**src/rtl/sam_pkg.sv**
```systemverilog
package sam_pkg;
  typedef struct packed {
    logic load;
    logic step;
  } samCtrl_t;
endpackage

```
**src/rtl/sam_nibble_add.sv**
```systemverilog
module sam_nibble_add #(
  parameter int SLICE = 4
) (
  input  logic [SLICE-1:0] inX,
  input  logic [SLICE-1:0] inY,
  input  logic             carryIn,
  output logic [SLICE-1:0] sumOut,
  output logic             carryOut
);
  logic [SLICE:0] wide;
  assign wide     = {1'b0, inX} + {1'b0, inY} + {{SLICE{1'b0}}, carryIn};
  assign sumOut   = wide[SLICE-1:0];
  assign carryOut = wide[SLICE];
endmodule

```
**src/rtl/sam_adder.sv**
```systemverilog
module sam_adder #(
  parameter int WIDTH = 8,
  parameter int SLICE = 4
) (
  input  logic [WIDTH-1:0] addX,
  input  logic [WIDTH-1:0] addY,
  output logic [WIDTH-1:0] addSum,
  output logic             addCarry
);
  localparam int NSLICE = WIDTH / SLICE;
  logic [NSLICE:0] chain;
  assign chain[0] = 1'b0;

  for (genvar s = 0; s < NSLICE; s++) begin : gSlice
    sam_nibble_add #(.SLICE(SLICE)) uSlice (
      .inX     (addX[s*SLICE +: SLICE]),
      .inY     (addY[s*SLICE +: SLICE]),
      .carryIn (chain[s]),
      .sumOut  (addSum[s*SLICE +: SLICE]),
      .carryOut(chain[s+1])
    );
  end
  assign addCarry = chain[NSLICE];
endmodule

```
**src/rtl/sam_datapath.sv**
```systemverilog
module sam_datapath
  import sam_pkg::*;
#(
  parameter int WIDTH = 8,
  parameter int SLICE = 4
) (
  input  logic             clk,
  input  logic             rst,
  input  samCtrl_t         ctrl,
  input  logic [WIDTH-1:0] opA,
  input  logic [WIDTH-1:0] opB,
  output logic [2*WIDTH-1:0] product
);
  localparam int PW = 2 * WIDTH;

  logic [WIDTH-1:0] mcandReg;
  logic [PW-1:0]    prodReg;
  logic [WIDTH-1:0] addend;
  logic [WIDTH-1:0] partSum;
  logic             partCarry;

  assign addend = prodReg[0] ? mcandReg : '0;

  sam_adder #(.WIDTH(WIDTH), .SLICE(SLICE)) uAdd (
    .addX    (prodReg[PW-1:WIDTH]),
    .addY    (addend),
    .addSum  (partSum),
    .addCarry(partCarry)
  );

  always_ff @(posedge clk) begin
    if (rst) begin
      prodReg  <= '0;
      mcandReg <= '0;
    end else if (ctrl.load) begin
      prodReg  <= {{WIDTH{1'b0}}, opB};
      mcandReg <= opA;
    end else if (ctrl.step) begin
      prodReg <= {partCarry, partSum, prodReg[WIDTH-1:1]};
    end
  end

  assign product = prodReg;


  load_chk: assert property (@(posedge clk) disable iff (rst)
    ctrl.load |=> prodReg == {{WIDTH{1'b0}}, $past(opB)});


  step_arith_chk: assert property (@(posedge clk) disable iff (rst)
    ctrl.step |=>
      (prodReg[PW-1:WIDTH-1] ==
        ((WIDTH+1)'($past(prodReg[PW-1:WIDTH])) +
         (WIDTH+1)'($past(prodReg[0]) ? $past(mcandReg) : '0)))
      && (prodReg[WIDTH-2:0] == $past(prodReg[WIDTH-1:1])));


  hold_chk: assert property (@(posedge clk) disable iff (rst)
    (!ctrl.load && !ctrl.step) |=> $stable(prodReg));
endmodule

```
**src/rtl/sam_control.sv**
```systemverilog
module sam_control
  import sam_pkg::*;
#(
  parameter int WIDTH = 8
) (
  input  logic     clk,
  input  logic     rst,
  input  logic     start,
  output samCtrl_t ctrl,
  output logic     done
);
  localparam int CW = $clog2(WIDTH);
  localparam logic [CW-1:0] LAST = CW'(WIDTH - 1);

  logic          busy;
  logic [CW-1:0] iterCnt;
  logic          lastIter;

  assign lastIter  = (iterCnt == LAST);
  assign ctrl.load = start && !busy;
  assign ctrl.step = busy;

  always_ff @(posedge clk) begin
    if (rst) begin
      busy    <= 1'b0;
      iterCnt <= '0;
      done    <= 1'b0;
    end else begin
      done <= busy && lastIter;
      if (ctrl.load) begin
        busy    <= 1'b1;
        iterCnt <= '0;
      end else if (busy) begin
        iterCnt <= iterCnt + 1'b1;
        if (lastIter) busy <= 1'b0;
      end
    end
  end


  done_single_chk: assert property (@(posedge clk) disable iff (rst)
    done |=> !done);


  busy_start_chk: assert property (@(posedge clk) disable iff (rst)
    (busy && start && !lastIter) |=> busy && (iterCnt == $past(iterCnt) + 1'b1));
endmodule

```
**src/rtl/shift_add_mul.sv**
```systemverilog
module shift_add_mul
  import sam_pkg::*;
#(
  parameter int WIDTH = 8,
  parameter int SLICE = 4
) (
  input  logic               clk,
  input  logic               rst,
  input  logic               start,
  input  logic [WIDTH-1:0]   opA,
  input  logic [WIDTH-1:0]   opB,
  output logic [2*WIDTH-1:0] product,
  output logic               done
);
  samCtrl_t ctrl;

  sam_control #(.WIDTH(WIDTH)) uCtrl (
    .clk  (clk),
    .rst  (rst),
    .start(start),
    .ctrl (ctrl),
    .done (done)
  );

  sam_datapath #(.WIDTH(WIDTH), .SLICE(SLICE)) uData (
    .clk    (clk),
    .rst    (rst),
    .ctrl   (ctrl),
    .opA    (opA),
    .opB    (opB),
    .product(product)
  );
endmodule

```
**config.mk**
```make
export PLATFORM = sky130hd
export DESIGN_NAME = shift_add_mul
export DESIGN_NICKNAME = d
export VERILOG_FILES = /design/src/rtl/sam_pkg.sv /design/src/rtl/sam_nibble_add.sv /design/src/rtl/sam_adder.sv /design/src/rtl/sam_datapath.sv /design/src/rtl/sam_control.sv /design/src/rtl/shift_add_mul.sv
export SDC_FILE = /design/constraint.sdc
export NUM_CORES = 1
export LEC_CHECK = 0
export BUFFER_PORTS_ARGS = -buffer_cell sky130_fd_sc_hd__buf_2
export CAP_MARGIN = 10
export CORE_UTILIZATION = 49
export CTS_BUF_LIST = sky130_fd_sc_hd__clkbuf_4 sky130_fd_sc_hd__clkbuf_8
export CTS_CLUSTER_DIAMETER = 60
export CTS_CLUSTER_SIZE = 20
export DETAILED_ROUTE_END_ITERATION = 10
export PLACE_DENSITY = 0.74
export SLEW_MARGIN = 20
export SYNTH_ARGS = -nofsm -noshare
export SYNTH_HDL_FRONTEND = slang
export SYNTH_SLANG_ARGS = --single-unit
```
**constraint.sdc**
```tcl
create_clock -name clk -period 2.4 [get_ports clk]
set_input_delay 0.48 -clock clk [delete_from_list [all_inputs] [get_ports clk]]
set_output_delay 0.48 -clock clk [all_outputs]
set_load 0.03 [all_outputs]
```
==> metrics, run 1 <==
period utilization 100.4%; CTS tree done; post-route setup slack -8.583 ps; Core Region 0.002829 mm2; Met1 Wirelength 1.476 mm; Placer Congestion 0.8569; Clock Pin Slew Worst Setup and Hold Paths 100 ps; fin cells 235; die footprint 0.003274 mm2; met2 routed WL 1.655 mm; ys async rst share 0%; Final Hold Fails 0; Die Y-Extent 57.22 um; clk buf depth 2; Clock power frac 33.9%; Starting Density 52.81%; largest cells by area after synthesis dfxtp_1, nand2_1, ha_1, a21oi_1, mux2_2; net switching power 300.7 uW; Worst Hold End uData.mcandReg[5]; vias per cell 5.328; peak supply drop 349.0 uV; largest net degree at the start of global routing 25; CTS Sinks 29; Synth top area share 38.86%; Comb power frac 15.4%; final setup fails 1; share of post-route cells with drive strength above 1 34.31%; Syn Inst Count 165; Final Total Pwr 1.038 mW; DRC 2; dpl cell area 0.001684 mm2; Leak 0.8377 nW; met3 WL 160 um; post-synthesis register bit count 29; post-DP HPWL 2.372 mm; IO Pins 36; flop2flop setup slack -9 ps; Row Count 19; FF/Latch Area 584.3 um2; yosys warns 0; Arrival @ worst endpoint 2680 ps; CTS Hold Bufs 0; Final Instance Area 0.001804 mm2; DP Worst Slack -63.56 ps; mapped cell area 0.001494 mm2; syn_nets 196; Worst slew margin 70.29%; status finished with violations; final WL 3.356 mm; dpl cells 224; maximum clock frequency 415.2 MHz; Cell Pwr Density 575.5 mW/mm2; H-tree levels 2; Worst-Margin Slew 445.7 ps; Worst-Skew Late Latency 350 ps; Ant. Diodes 0; unrepaired setup endpoints after global routing yes; min cycle time layout 2409 ps; first-pass GRT wire length 5.471 mm; DIE WIDTH 57.22 um; endpoint class of the critical path flop; failing checks design-rule violations, negative setup slack; Post-synth top cells nand2_1, dfxtp_1, a21oi_1; Nets 234; Seq/Total Area, Yosys 38.86%; Max Slew Vio Count 0; clk_skew 7.335 ps; Post-synth EDFFs 0; CTS root buf clkbuf_4; area taken by multi-input logic gates 864.6 um2; max-cap viol count 0; R2R cell count 9; DR WL/cell 14.28 um; port bufs 35; CTS Buf Count 5; Detail Route Antenna Nets 0; top_reg_cell synth dfxtp_1; count leader, synth nand2_1; R2R Path End uData.product[12]; share of total power in sequential cells 50.6%; unique cell type count in the Yosys netlist 30; fillcell total 251; worst reg2reg startpoint uData.product[0]; CP Class flop to flop; worst endpoint required time 2670 ps; Switching Share 28.96%; CP Launch Type flop; area leader, netlist dfxtp_1; Top Metal Used met4; Worst Path Max Fanout 3; worst min path class primary input to flop; total gr overflow 0; first-pass iteration count of the detailed router 7; initial antenna violation count 0; Hold Crit Start opA[5]; P&R area growth vs syn 20.77%; routed via count 1252; Mean Syn Cell Area 9.054 um2; Total GRT Usage 22.10%; Cells on Worst Hold Path 3; Int Pwr 737.7 uW; vias in the first global route 1241; first-iteration detailed-routing DRC count 62
[power groups by stage]
| stage | Sequential [mW] | Combinational, mW | Clock [mW] |
|---|---|---|---|
| 3_3_place_gp | 0.535 | 0.152 | 0 |
| 3_5_place_dp | 0.537 | 0.157 | 0 |
| 6_report | 0.526 | 0.160 | 0.352 |
| 4_1_cts | 0.526 | 0.159 | 0.355 |
| 5_1_grt | 0.529 | 0.176 | 0.369 |
| 2_1_floorplan | 0.555 | 0.0966 | 0 |
[placed cells by master (no fill, tap or decap), types with 2 or more instances in the layout]
cell | netlist | routed
buf_2 | 2 | 35
nand2_1 | 33 | 33
dfxtp_1 | 29 | 28
a21oi_1 | 19 | 19
nor2_1 | 9 | 9
mux2_2 | 8 | 8
ha_1 | 9 | 7
and2_1 | 7 | 6
inv_1 | 7 | 6
buf_4 | 2 | 6
mux2i_1 | 5 | 5
clkbuf_4 | 0 | 5
nand3_1 | 4 | 4
fa_2 | 0 | 3
a21o_1 | 2 | 2
nand2b_1 | 2 | 2
xnor2_1 | 3 | 2
a2111o_1 | 2 | 2
and3b_1 | 2 | 2
ha_4 | 0 | 2
clkbuf_8 | 0 | 2
[state kept, by name, indices dropped and copies added (netlist names)]
register        cells
uCtrl.busy          1
uData.product      16
uData.mcandReg      8
uCtrl.iterCnt       3
uCtrl.done          1
[logic make-up after synthesis]
group                      count (synthesis)  synth area share (%)
and+or+nand+nor                           62                 19.68
AOI/OAI and AO/OA                         29                 12.31
DFF                                       29                 38.86
buffers and inverters                     17                 6.449
muxes                                     13                 9.381
adders and majority gates                 12                 11.56
xor gates and xnor gates                   3                 1.759
[metal layers]
| layer | up-vias | GRT usage [%] |
|---|---|---|
| met4 | 0 | 11.50 |
| met2 | 37 | 36.30 |
| met1 | 579 | 27.29 |
| met3 | 7 | 4.762 |
| met5 | - | 0 |
| li1 | 629 | - |
[cell type report]
class,instances,area share (%)
clock buffer,7,3.606
inverter,7,1.456
timing repair buffer,41,12.21
tap,31,2.150
sequential,29,32.39
multi-input combinational,119,47.92
clock inverter,1,0.2774
[critical path, cell delays in order (launching register included)]
cell      delay, ps
dfxtp_4         360
and2_4          140
ha_4            150
fa_2            330
a21o_1          160
a21o_1          170
fa_2            350
inv_2            60
fa_2            430
a211oi_2        190
[metrics by stage]
stage | hold WS, ps | setup TNS (ps) | util [%]
6_report | 359.2 | -8.583 | 63.78
5_1_grt | 369.5 | -217.9 | 63.78
4_1_cts | 356.6 | 0 | 62.72
3_5_place_dp | 447.8 | -63.56 | 59.53
3_3_place_gp | 441.7 | 0 | 59.53
2_1_floorplan | 431.7 | -26.15 | -
[worst max-delay path by stage]
stage	from	endpoint	slack, ps	cells after the start
after CTS	uData.product[0]	uData.product[12]	20	9
after floorplan	uData.product[0]	uData.product[12]	-30	9
after detailed placement	uData.product[0]	uData.product[12]	-60	9
after global routing	uData.product[0]	uData.product[12]	-90	9
after global placement	uData.product[0]	uData.product[12]	20	9
final	uData.product[0]	uData.product[12]	-9	9
[what timing repair did]
| item | 4_1_cts | 5_1_grt |
|---|---|---|
| endpoints found under the setup margin | 1 | 3 |
| pin swaps | 2 | 2 |
| resized for setup | 1 | 4 |
| buffers inserted | 2 | 1 |
No activity file was read; power rests on OpenSTA's default activity.
==> inputs of run 2 (changes only) <==
--- a/config.mk
+++ b/config.mk
@@ -13,6 +13,7 @@
 export CTS_CLUSTER_SIZE = 20
 export DETAILED_ROUTE_END_ITERATION = 10
 export PLACE_DENSITY = 0.74
+export RECOVER_POWER = 50
 export SLEW_MARGIN = 20
 export SYNTH_ARGS = -nofsm -noshare
 export SYNTH_HDL_FRONTEND = slang
==> run 2 against run 1 <==
  * Cell area down 0.49%
  * Worst hold slack better by 3.1 ps
  * The run still ends with design-rule violations, negative setup slack left
  * Clock power about the same
  * Fmax is 0.12% higher
  * Clock skew fell by 0.95 ps
==> metrics, run 2 (synthesis results as in run 1) <==
H-tree levels 2; Ant. Diodes 0; total gr overflow 0; Placer Congestion 0.8569; vias per cell 5.345; Die Y-Extent 57.22 um; CTS Hold Bufs 0; CP max-delay cell fa_2; fillcell total 256; share of post-route cells with drive strength above 1 30.88%; initial antenna violation count 0; final WL 3.367 mm; most common cell after layout, fill and taps aside nand2_1; most used cell, CP fa_2; R2R cell count 9; Worst Hold Margin 362.3 ps; post-route setup slack -5.631 ps; peak supply drop 348.9 uV; Final Instance Area 0.001795 mm2; CTS root buf clkbuf_4; Worst Hold End uData.mcandReg[5]; clk_skew 6.385 ps; Clock power frac 33.9%; routed via count 1256; CP top delay family adder cells; net switching power 300.1 uW; Core Region 0.002829 mm2; Worst-Margin Slew 446.1 ps; Int Pwr 736.0 uW; flop2flop setup slack -6 ps; Buf/Inv on CP 1; CP Cell Sequence and2_4 > ha_4 > fa_2 > a21o_1 > a21o_1 > fa_2 > inv_2 > fa_2 > a211oi_2; first-iteration detailed-routing DRC count 58; R2R Path End uData.product[12]; GR met2 Demand/Resource 36.30%; max-cap viol count 0; clk buf depth 2; Worst Path Max Fanout 3; dpl cell area 0.001684 mm2; global routing usage on met3 4.762%; status finished with violations; Worst-Skew Late Latency 340 ps; Cell Pwr Density 577.1 mW/mm2; Clock Pin Slew Worst Setup and Hold Paths 100 ps; maximum clock frequency 415.7 MHz; port bufs 35; worst endpoint required time 2670 ps; failing checks design-rule violations, negative setup slack; CP Launch Type flop; Worst slew margin 70.22%; worst reg2reg startpoint uData.product[0]; post-DP HPWL 2.372 mm; Arrival @ worst endpoint 2670 ps; Hold Crit Start opA[5]; Nets 234; DRC 2; first-pass iteration count of the detailed router 7; largest net degree at the start of global routing 25; unrepaired setup endpoints after global routing yes; Total GRT Usage 22.10%; commonest cells after routing, fill and taps aside nand2_1, buf_2, dfxtp_1, a21oi_1, nor2_1; CTS Sinks 29; die footprint 0.003274 mm2; met1 global-route usage 27.29%; Detail Route Antenna Nets 0; final setup fails 1; Row Count 19; DIE WIDTH 57.22 um; Leak 0.8089 nW; CTS tree done; period utilization 100.2%; Largest stage delay, worst path 430 ps; Final Hold Fails 0; share of total power in sequential cells 50.8%; Starting Density 52.81%; max reg flops 16; endpoint class of the critical path flop; worst min path class primary input to flop; Switching Share 28.96%; CTS Buf Count 5; IO Pins 36; Cells on Worst Hold Path 3; Comb power frac 15.3%; min cycle time layout 2406 ps; P&R area growth vs syn 20.18%; CP Class flop to flop; busiest layer in global routing met2; Max Slew Vio Count 0; DR WL/cell 14.33 um; vias in the first global route 1241; first-pass GRT wire length 5.471 mm
[run 2: changes by cell type in the layout (fill, tap and decap cells not counted)]
cell,previous run,this run
clkbuf_1,0,7
buf_2,35,28
[run 2: worst reg2reg max path: stages, from the launching register on]
cell and delay [ps]:
dfxtp_4 360, and2_4 140, ha_4 150, fa_2 330, a21o_1 160, a21o_1 160, fa_2 350, inv_2 60
fa_2 430, a211oi_2 190
[run 2: stage by stage]
stage | instances | total power, mW | setup slack, ps | TNS, ps | util, %
after floorplan | 165 | 0.6518 | -26.15 | -26.15 | -
after global placement | 224 | 0.6866 | 20.22 | 0 | 59.53
after detailed placement | 224 | 0.6935 | -63.56 | -63.56 | 59.53
after CTS | 234 | 1.040 | 16.68 | 0 | 62.72
after global routing | 235 | 1.072 | -94.94 | -217.9 | 63.47
final | 235 | 1.036 | -5.631 | -5.631 | 63.47
[run 2: final cells by class]
| type | count | area [um2] | share of cell area, % |
|---|---|---|---|
| Clock buffer | 7 | 65.06 | 3.624 |
| Clock inverter | 1 | 5.005 | 0.2787 |
| Inverter | 7 | 26.28 | 1.463 |
| Multi-Input combinational cell | 119 | 864.6 | 48.15 |
| Sequential cell | 29 | 584.3 | 32.54 |
| Tap cell | 31 | 38.79 | 2.160 |
| Timing Repair Buffer | 41 | 211.5 | 11.78 |
[run 2: worst max-delay path by stage]
stage                     start  depth (start not counted)  slack, ps           endpoint
3_5_place_dp   uData.product[0]                          9        -60  uData.product[12]
6_report       uData.product[0]                          9         -6  uData.product[12]
5_1_grt        uData.product[0]                          9        -90  uData.product[12]
2_1_floorplan  uData.product[0]                          9        -30  uData.product[12]
3_3_place_gp   uData.product[0]                          9         20  uData.product[12]
4_1_cts        uData.product[0]                          9         20  uData.product[12]
[run 2: power by group through the flow]
stage / registers, mW / clock network (mW) / logic (mW)
CTS: 0.526 / 0.355 / 0.159
global route: 0.529 / 0.369 / 0.174
global placement: 0.535 / 0 / 0.152
finish: 0.526 / 0.351 / 0.159
detailed placement: 0.537 / 0 / 0.157
floorplan: 0.555 / 0 / 0.0966
[run 2: timing repair]
| action | CTS | global route |
|---|---|---|
| setup buffers | 2 | 1 |
| resized for setup | 1 | 4 |
| setup endpoints to repair | 1 | 3 |
| pin swaps | 2 | 2 |
[run 2: per-layer routing]
layer	vias to the layer above	routed length (um)	share of wire [%]
met5	-	0	0
li1	629	-	-
met1	587	1497	44
met2	33	1659	49
met4	0	64	1.9
met3	7	145	4.3
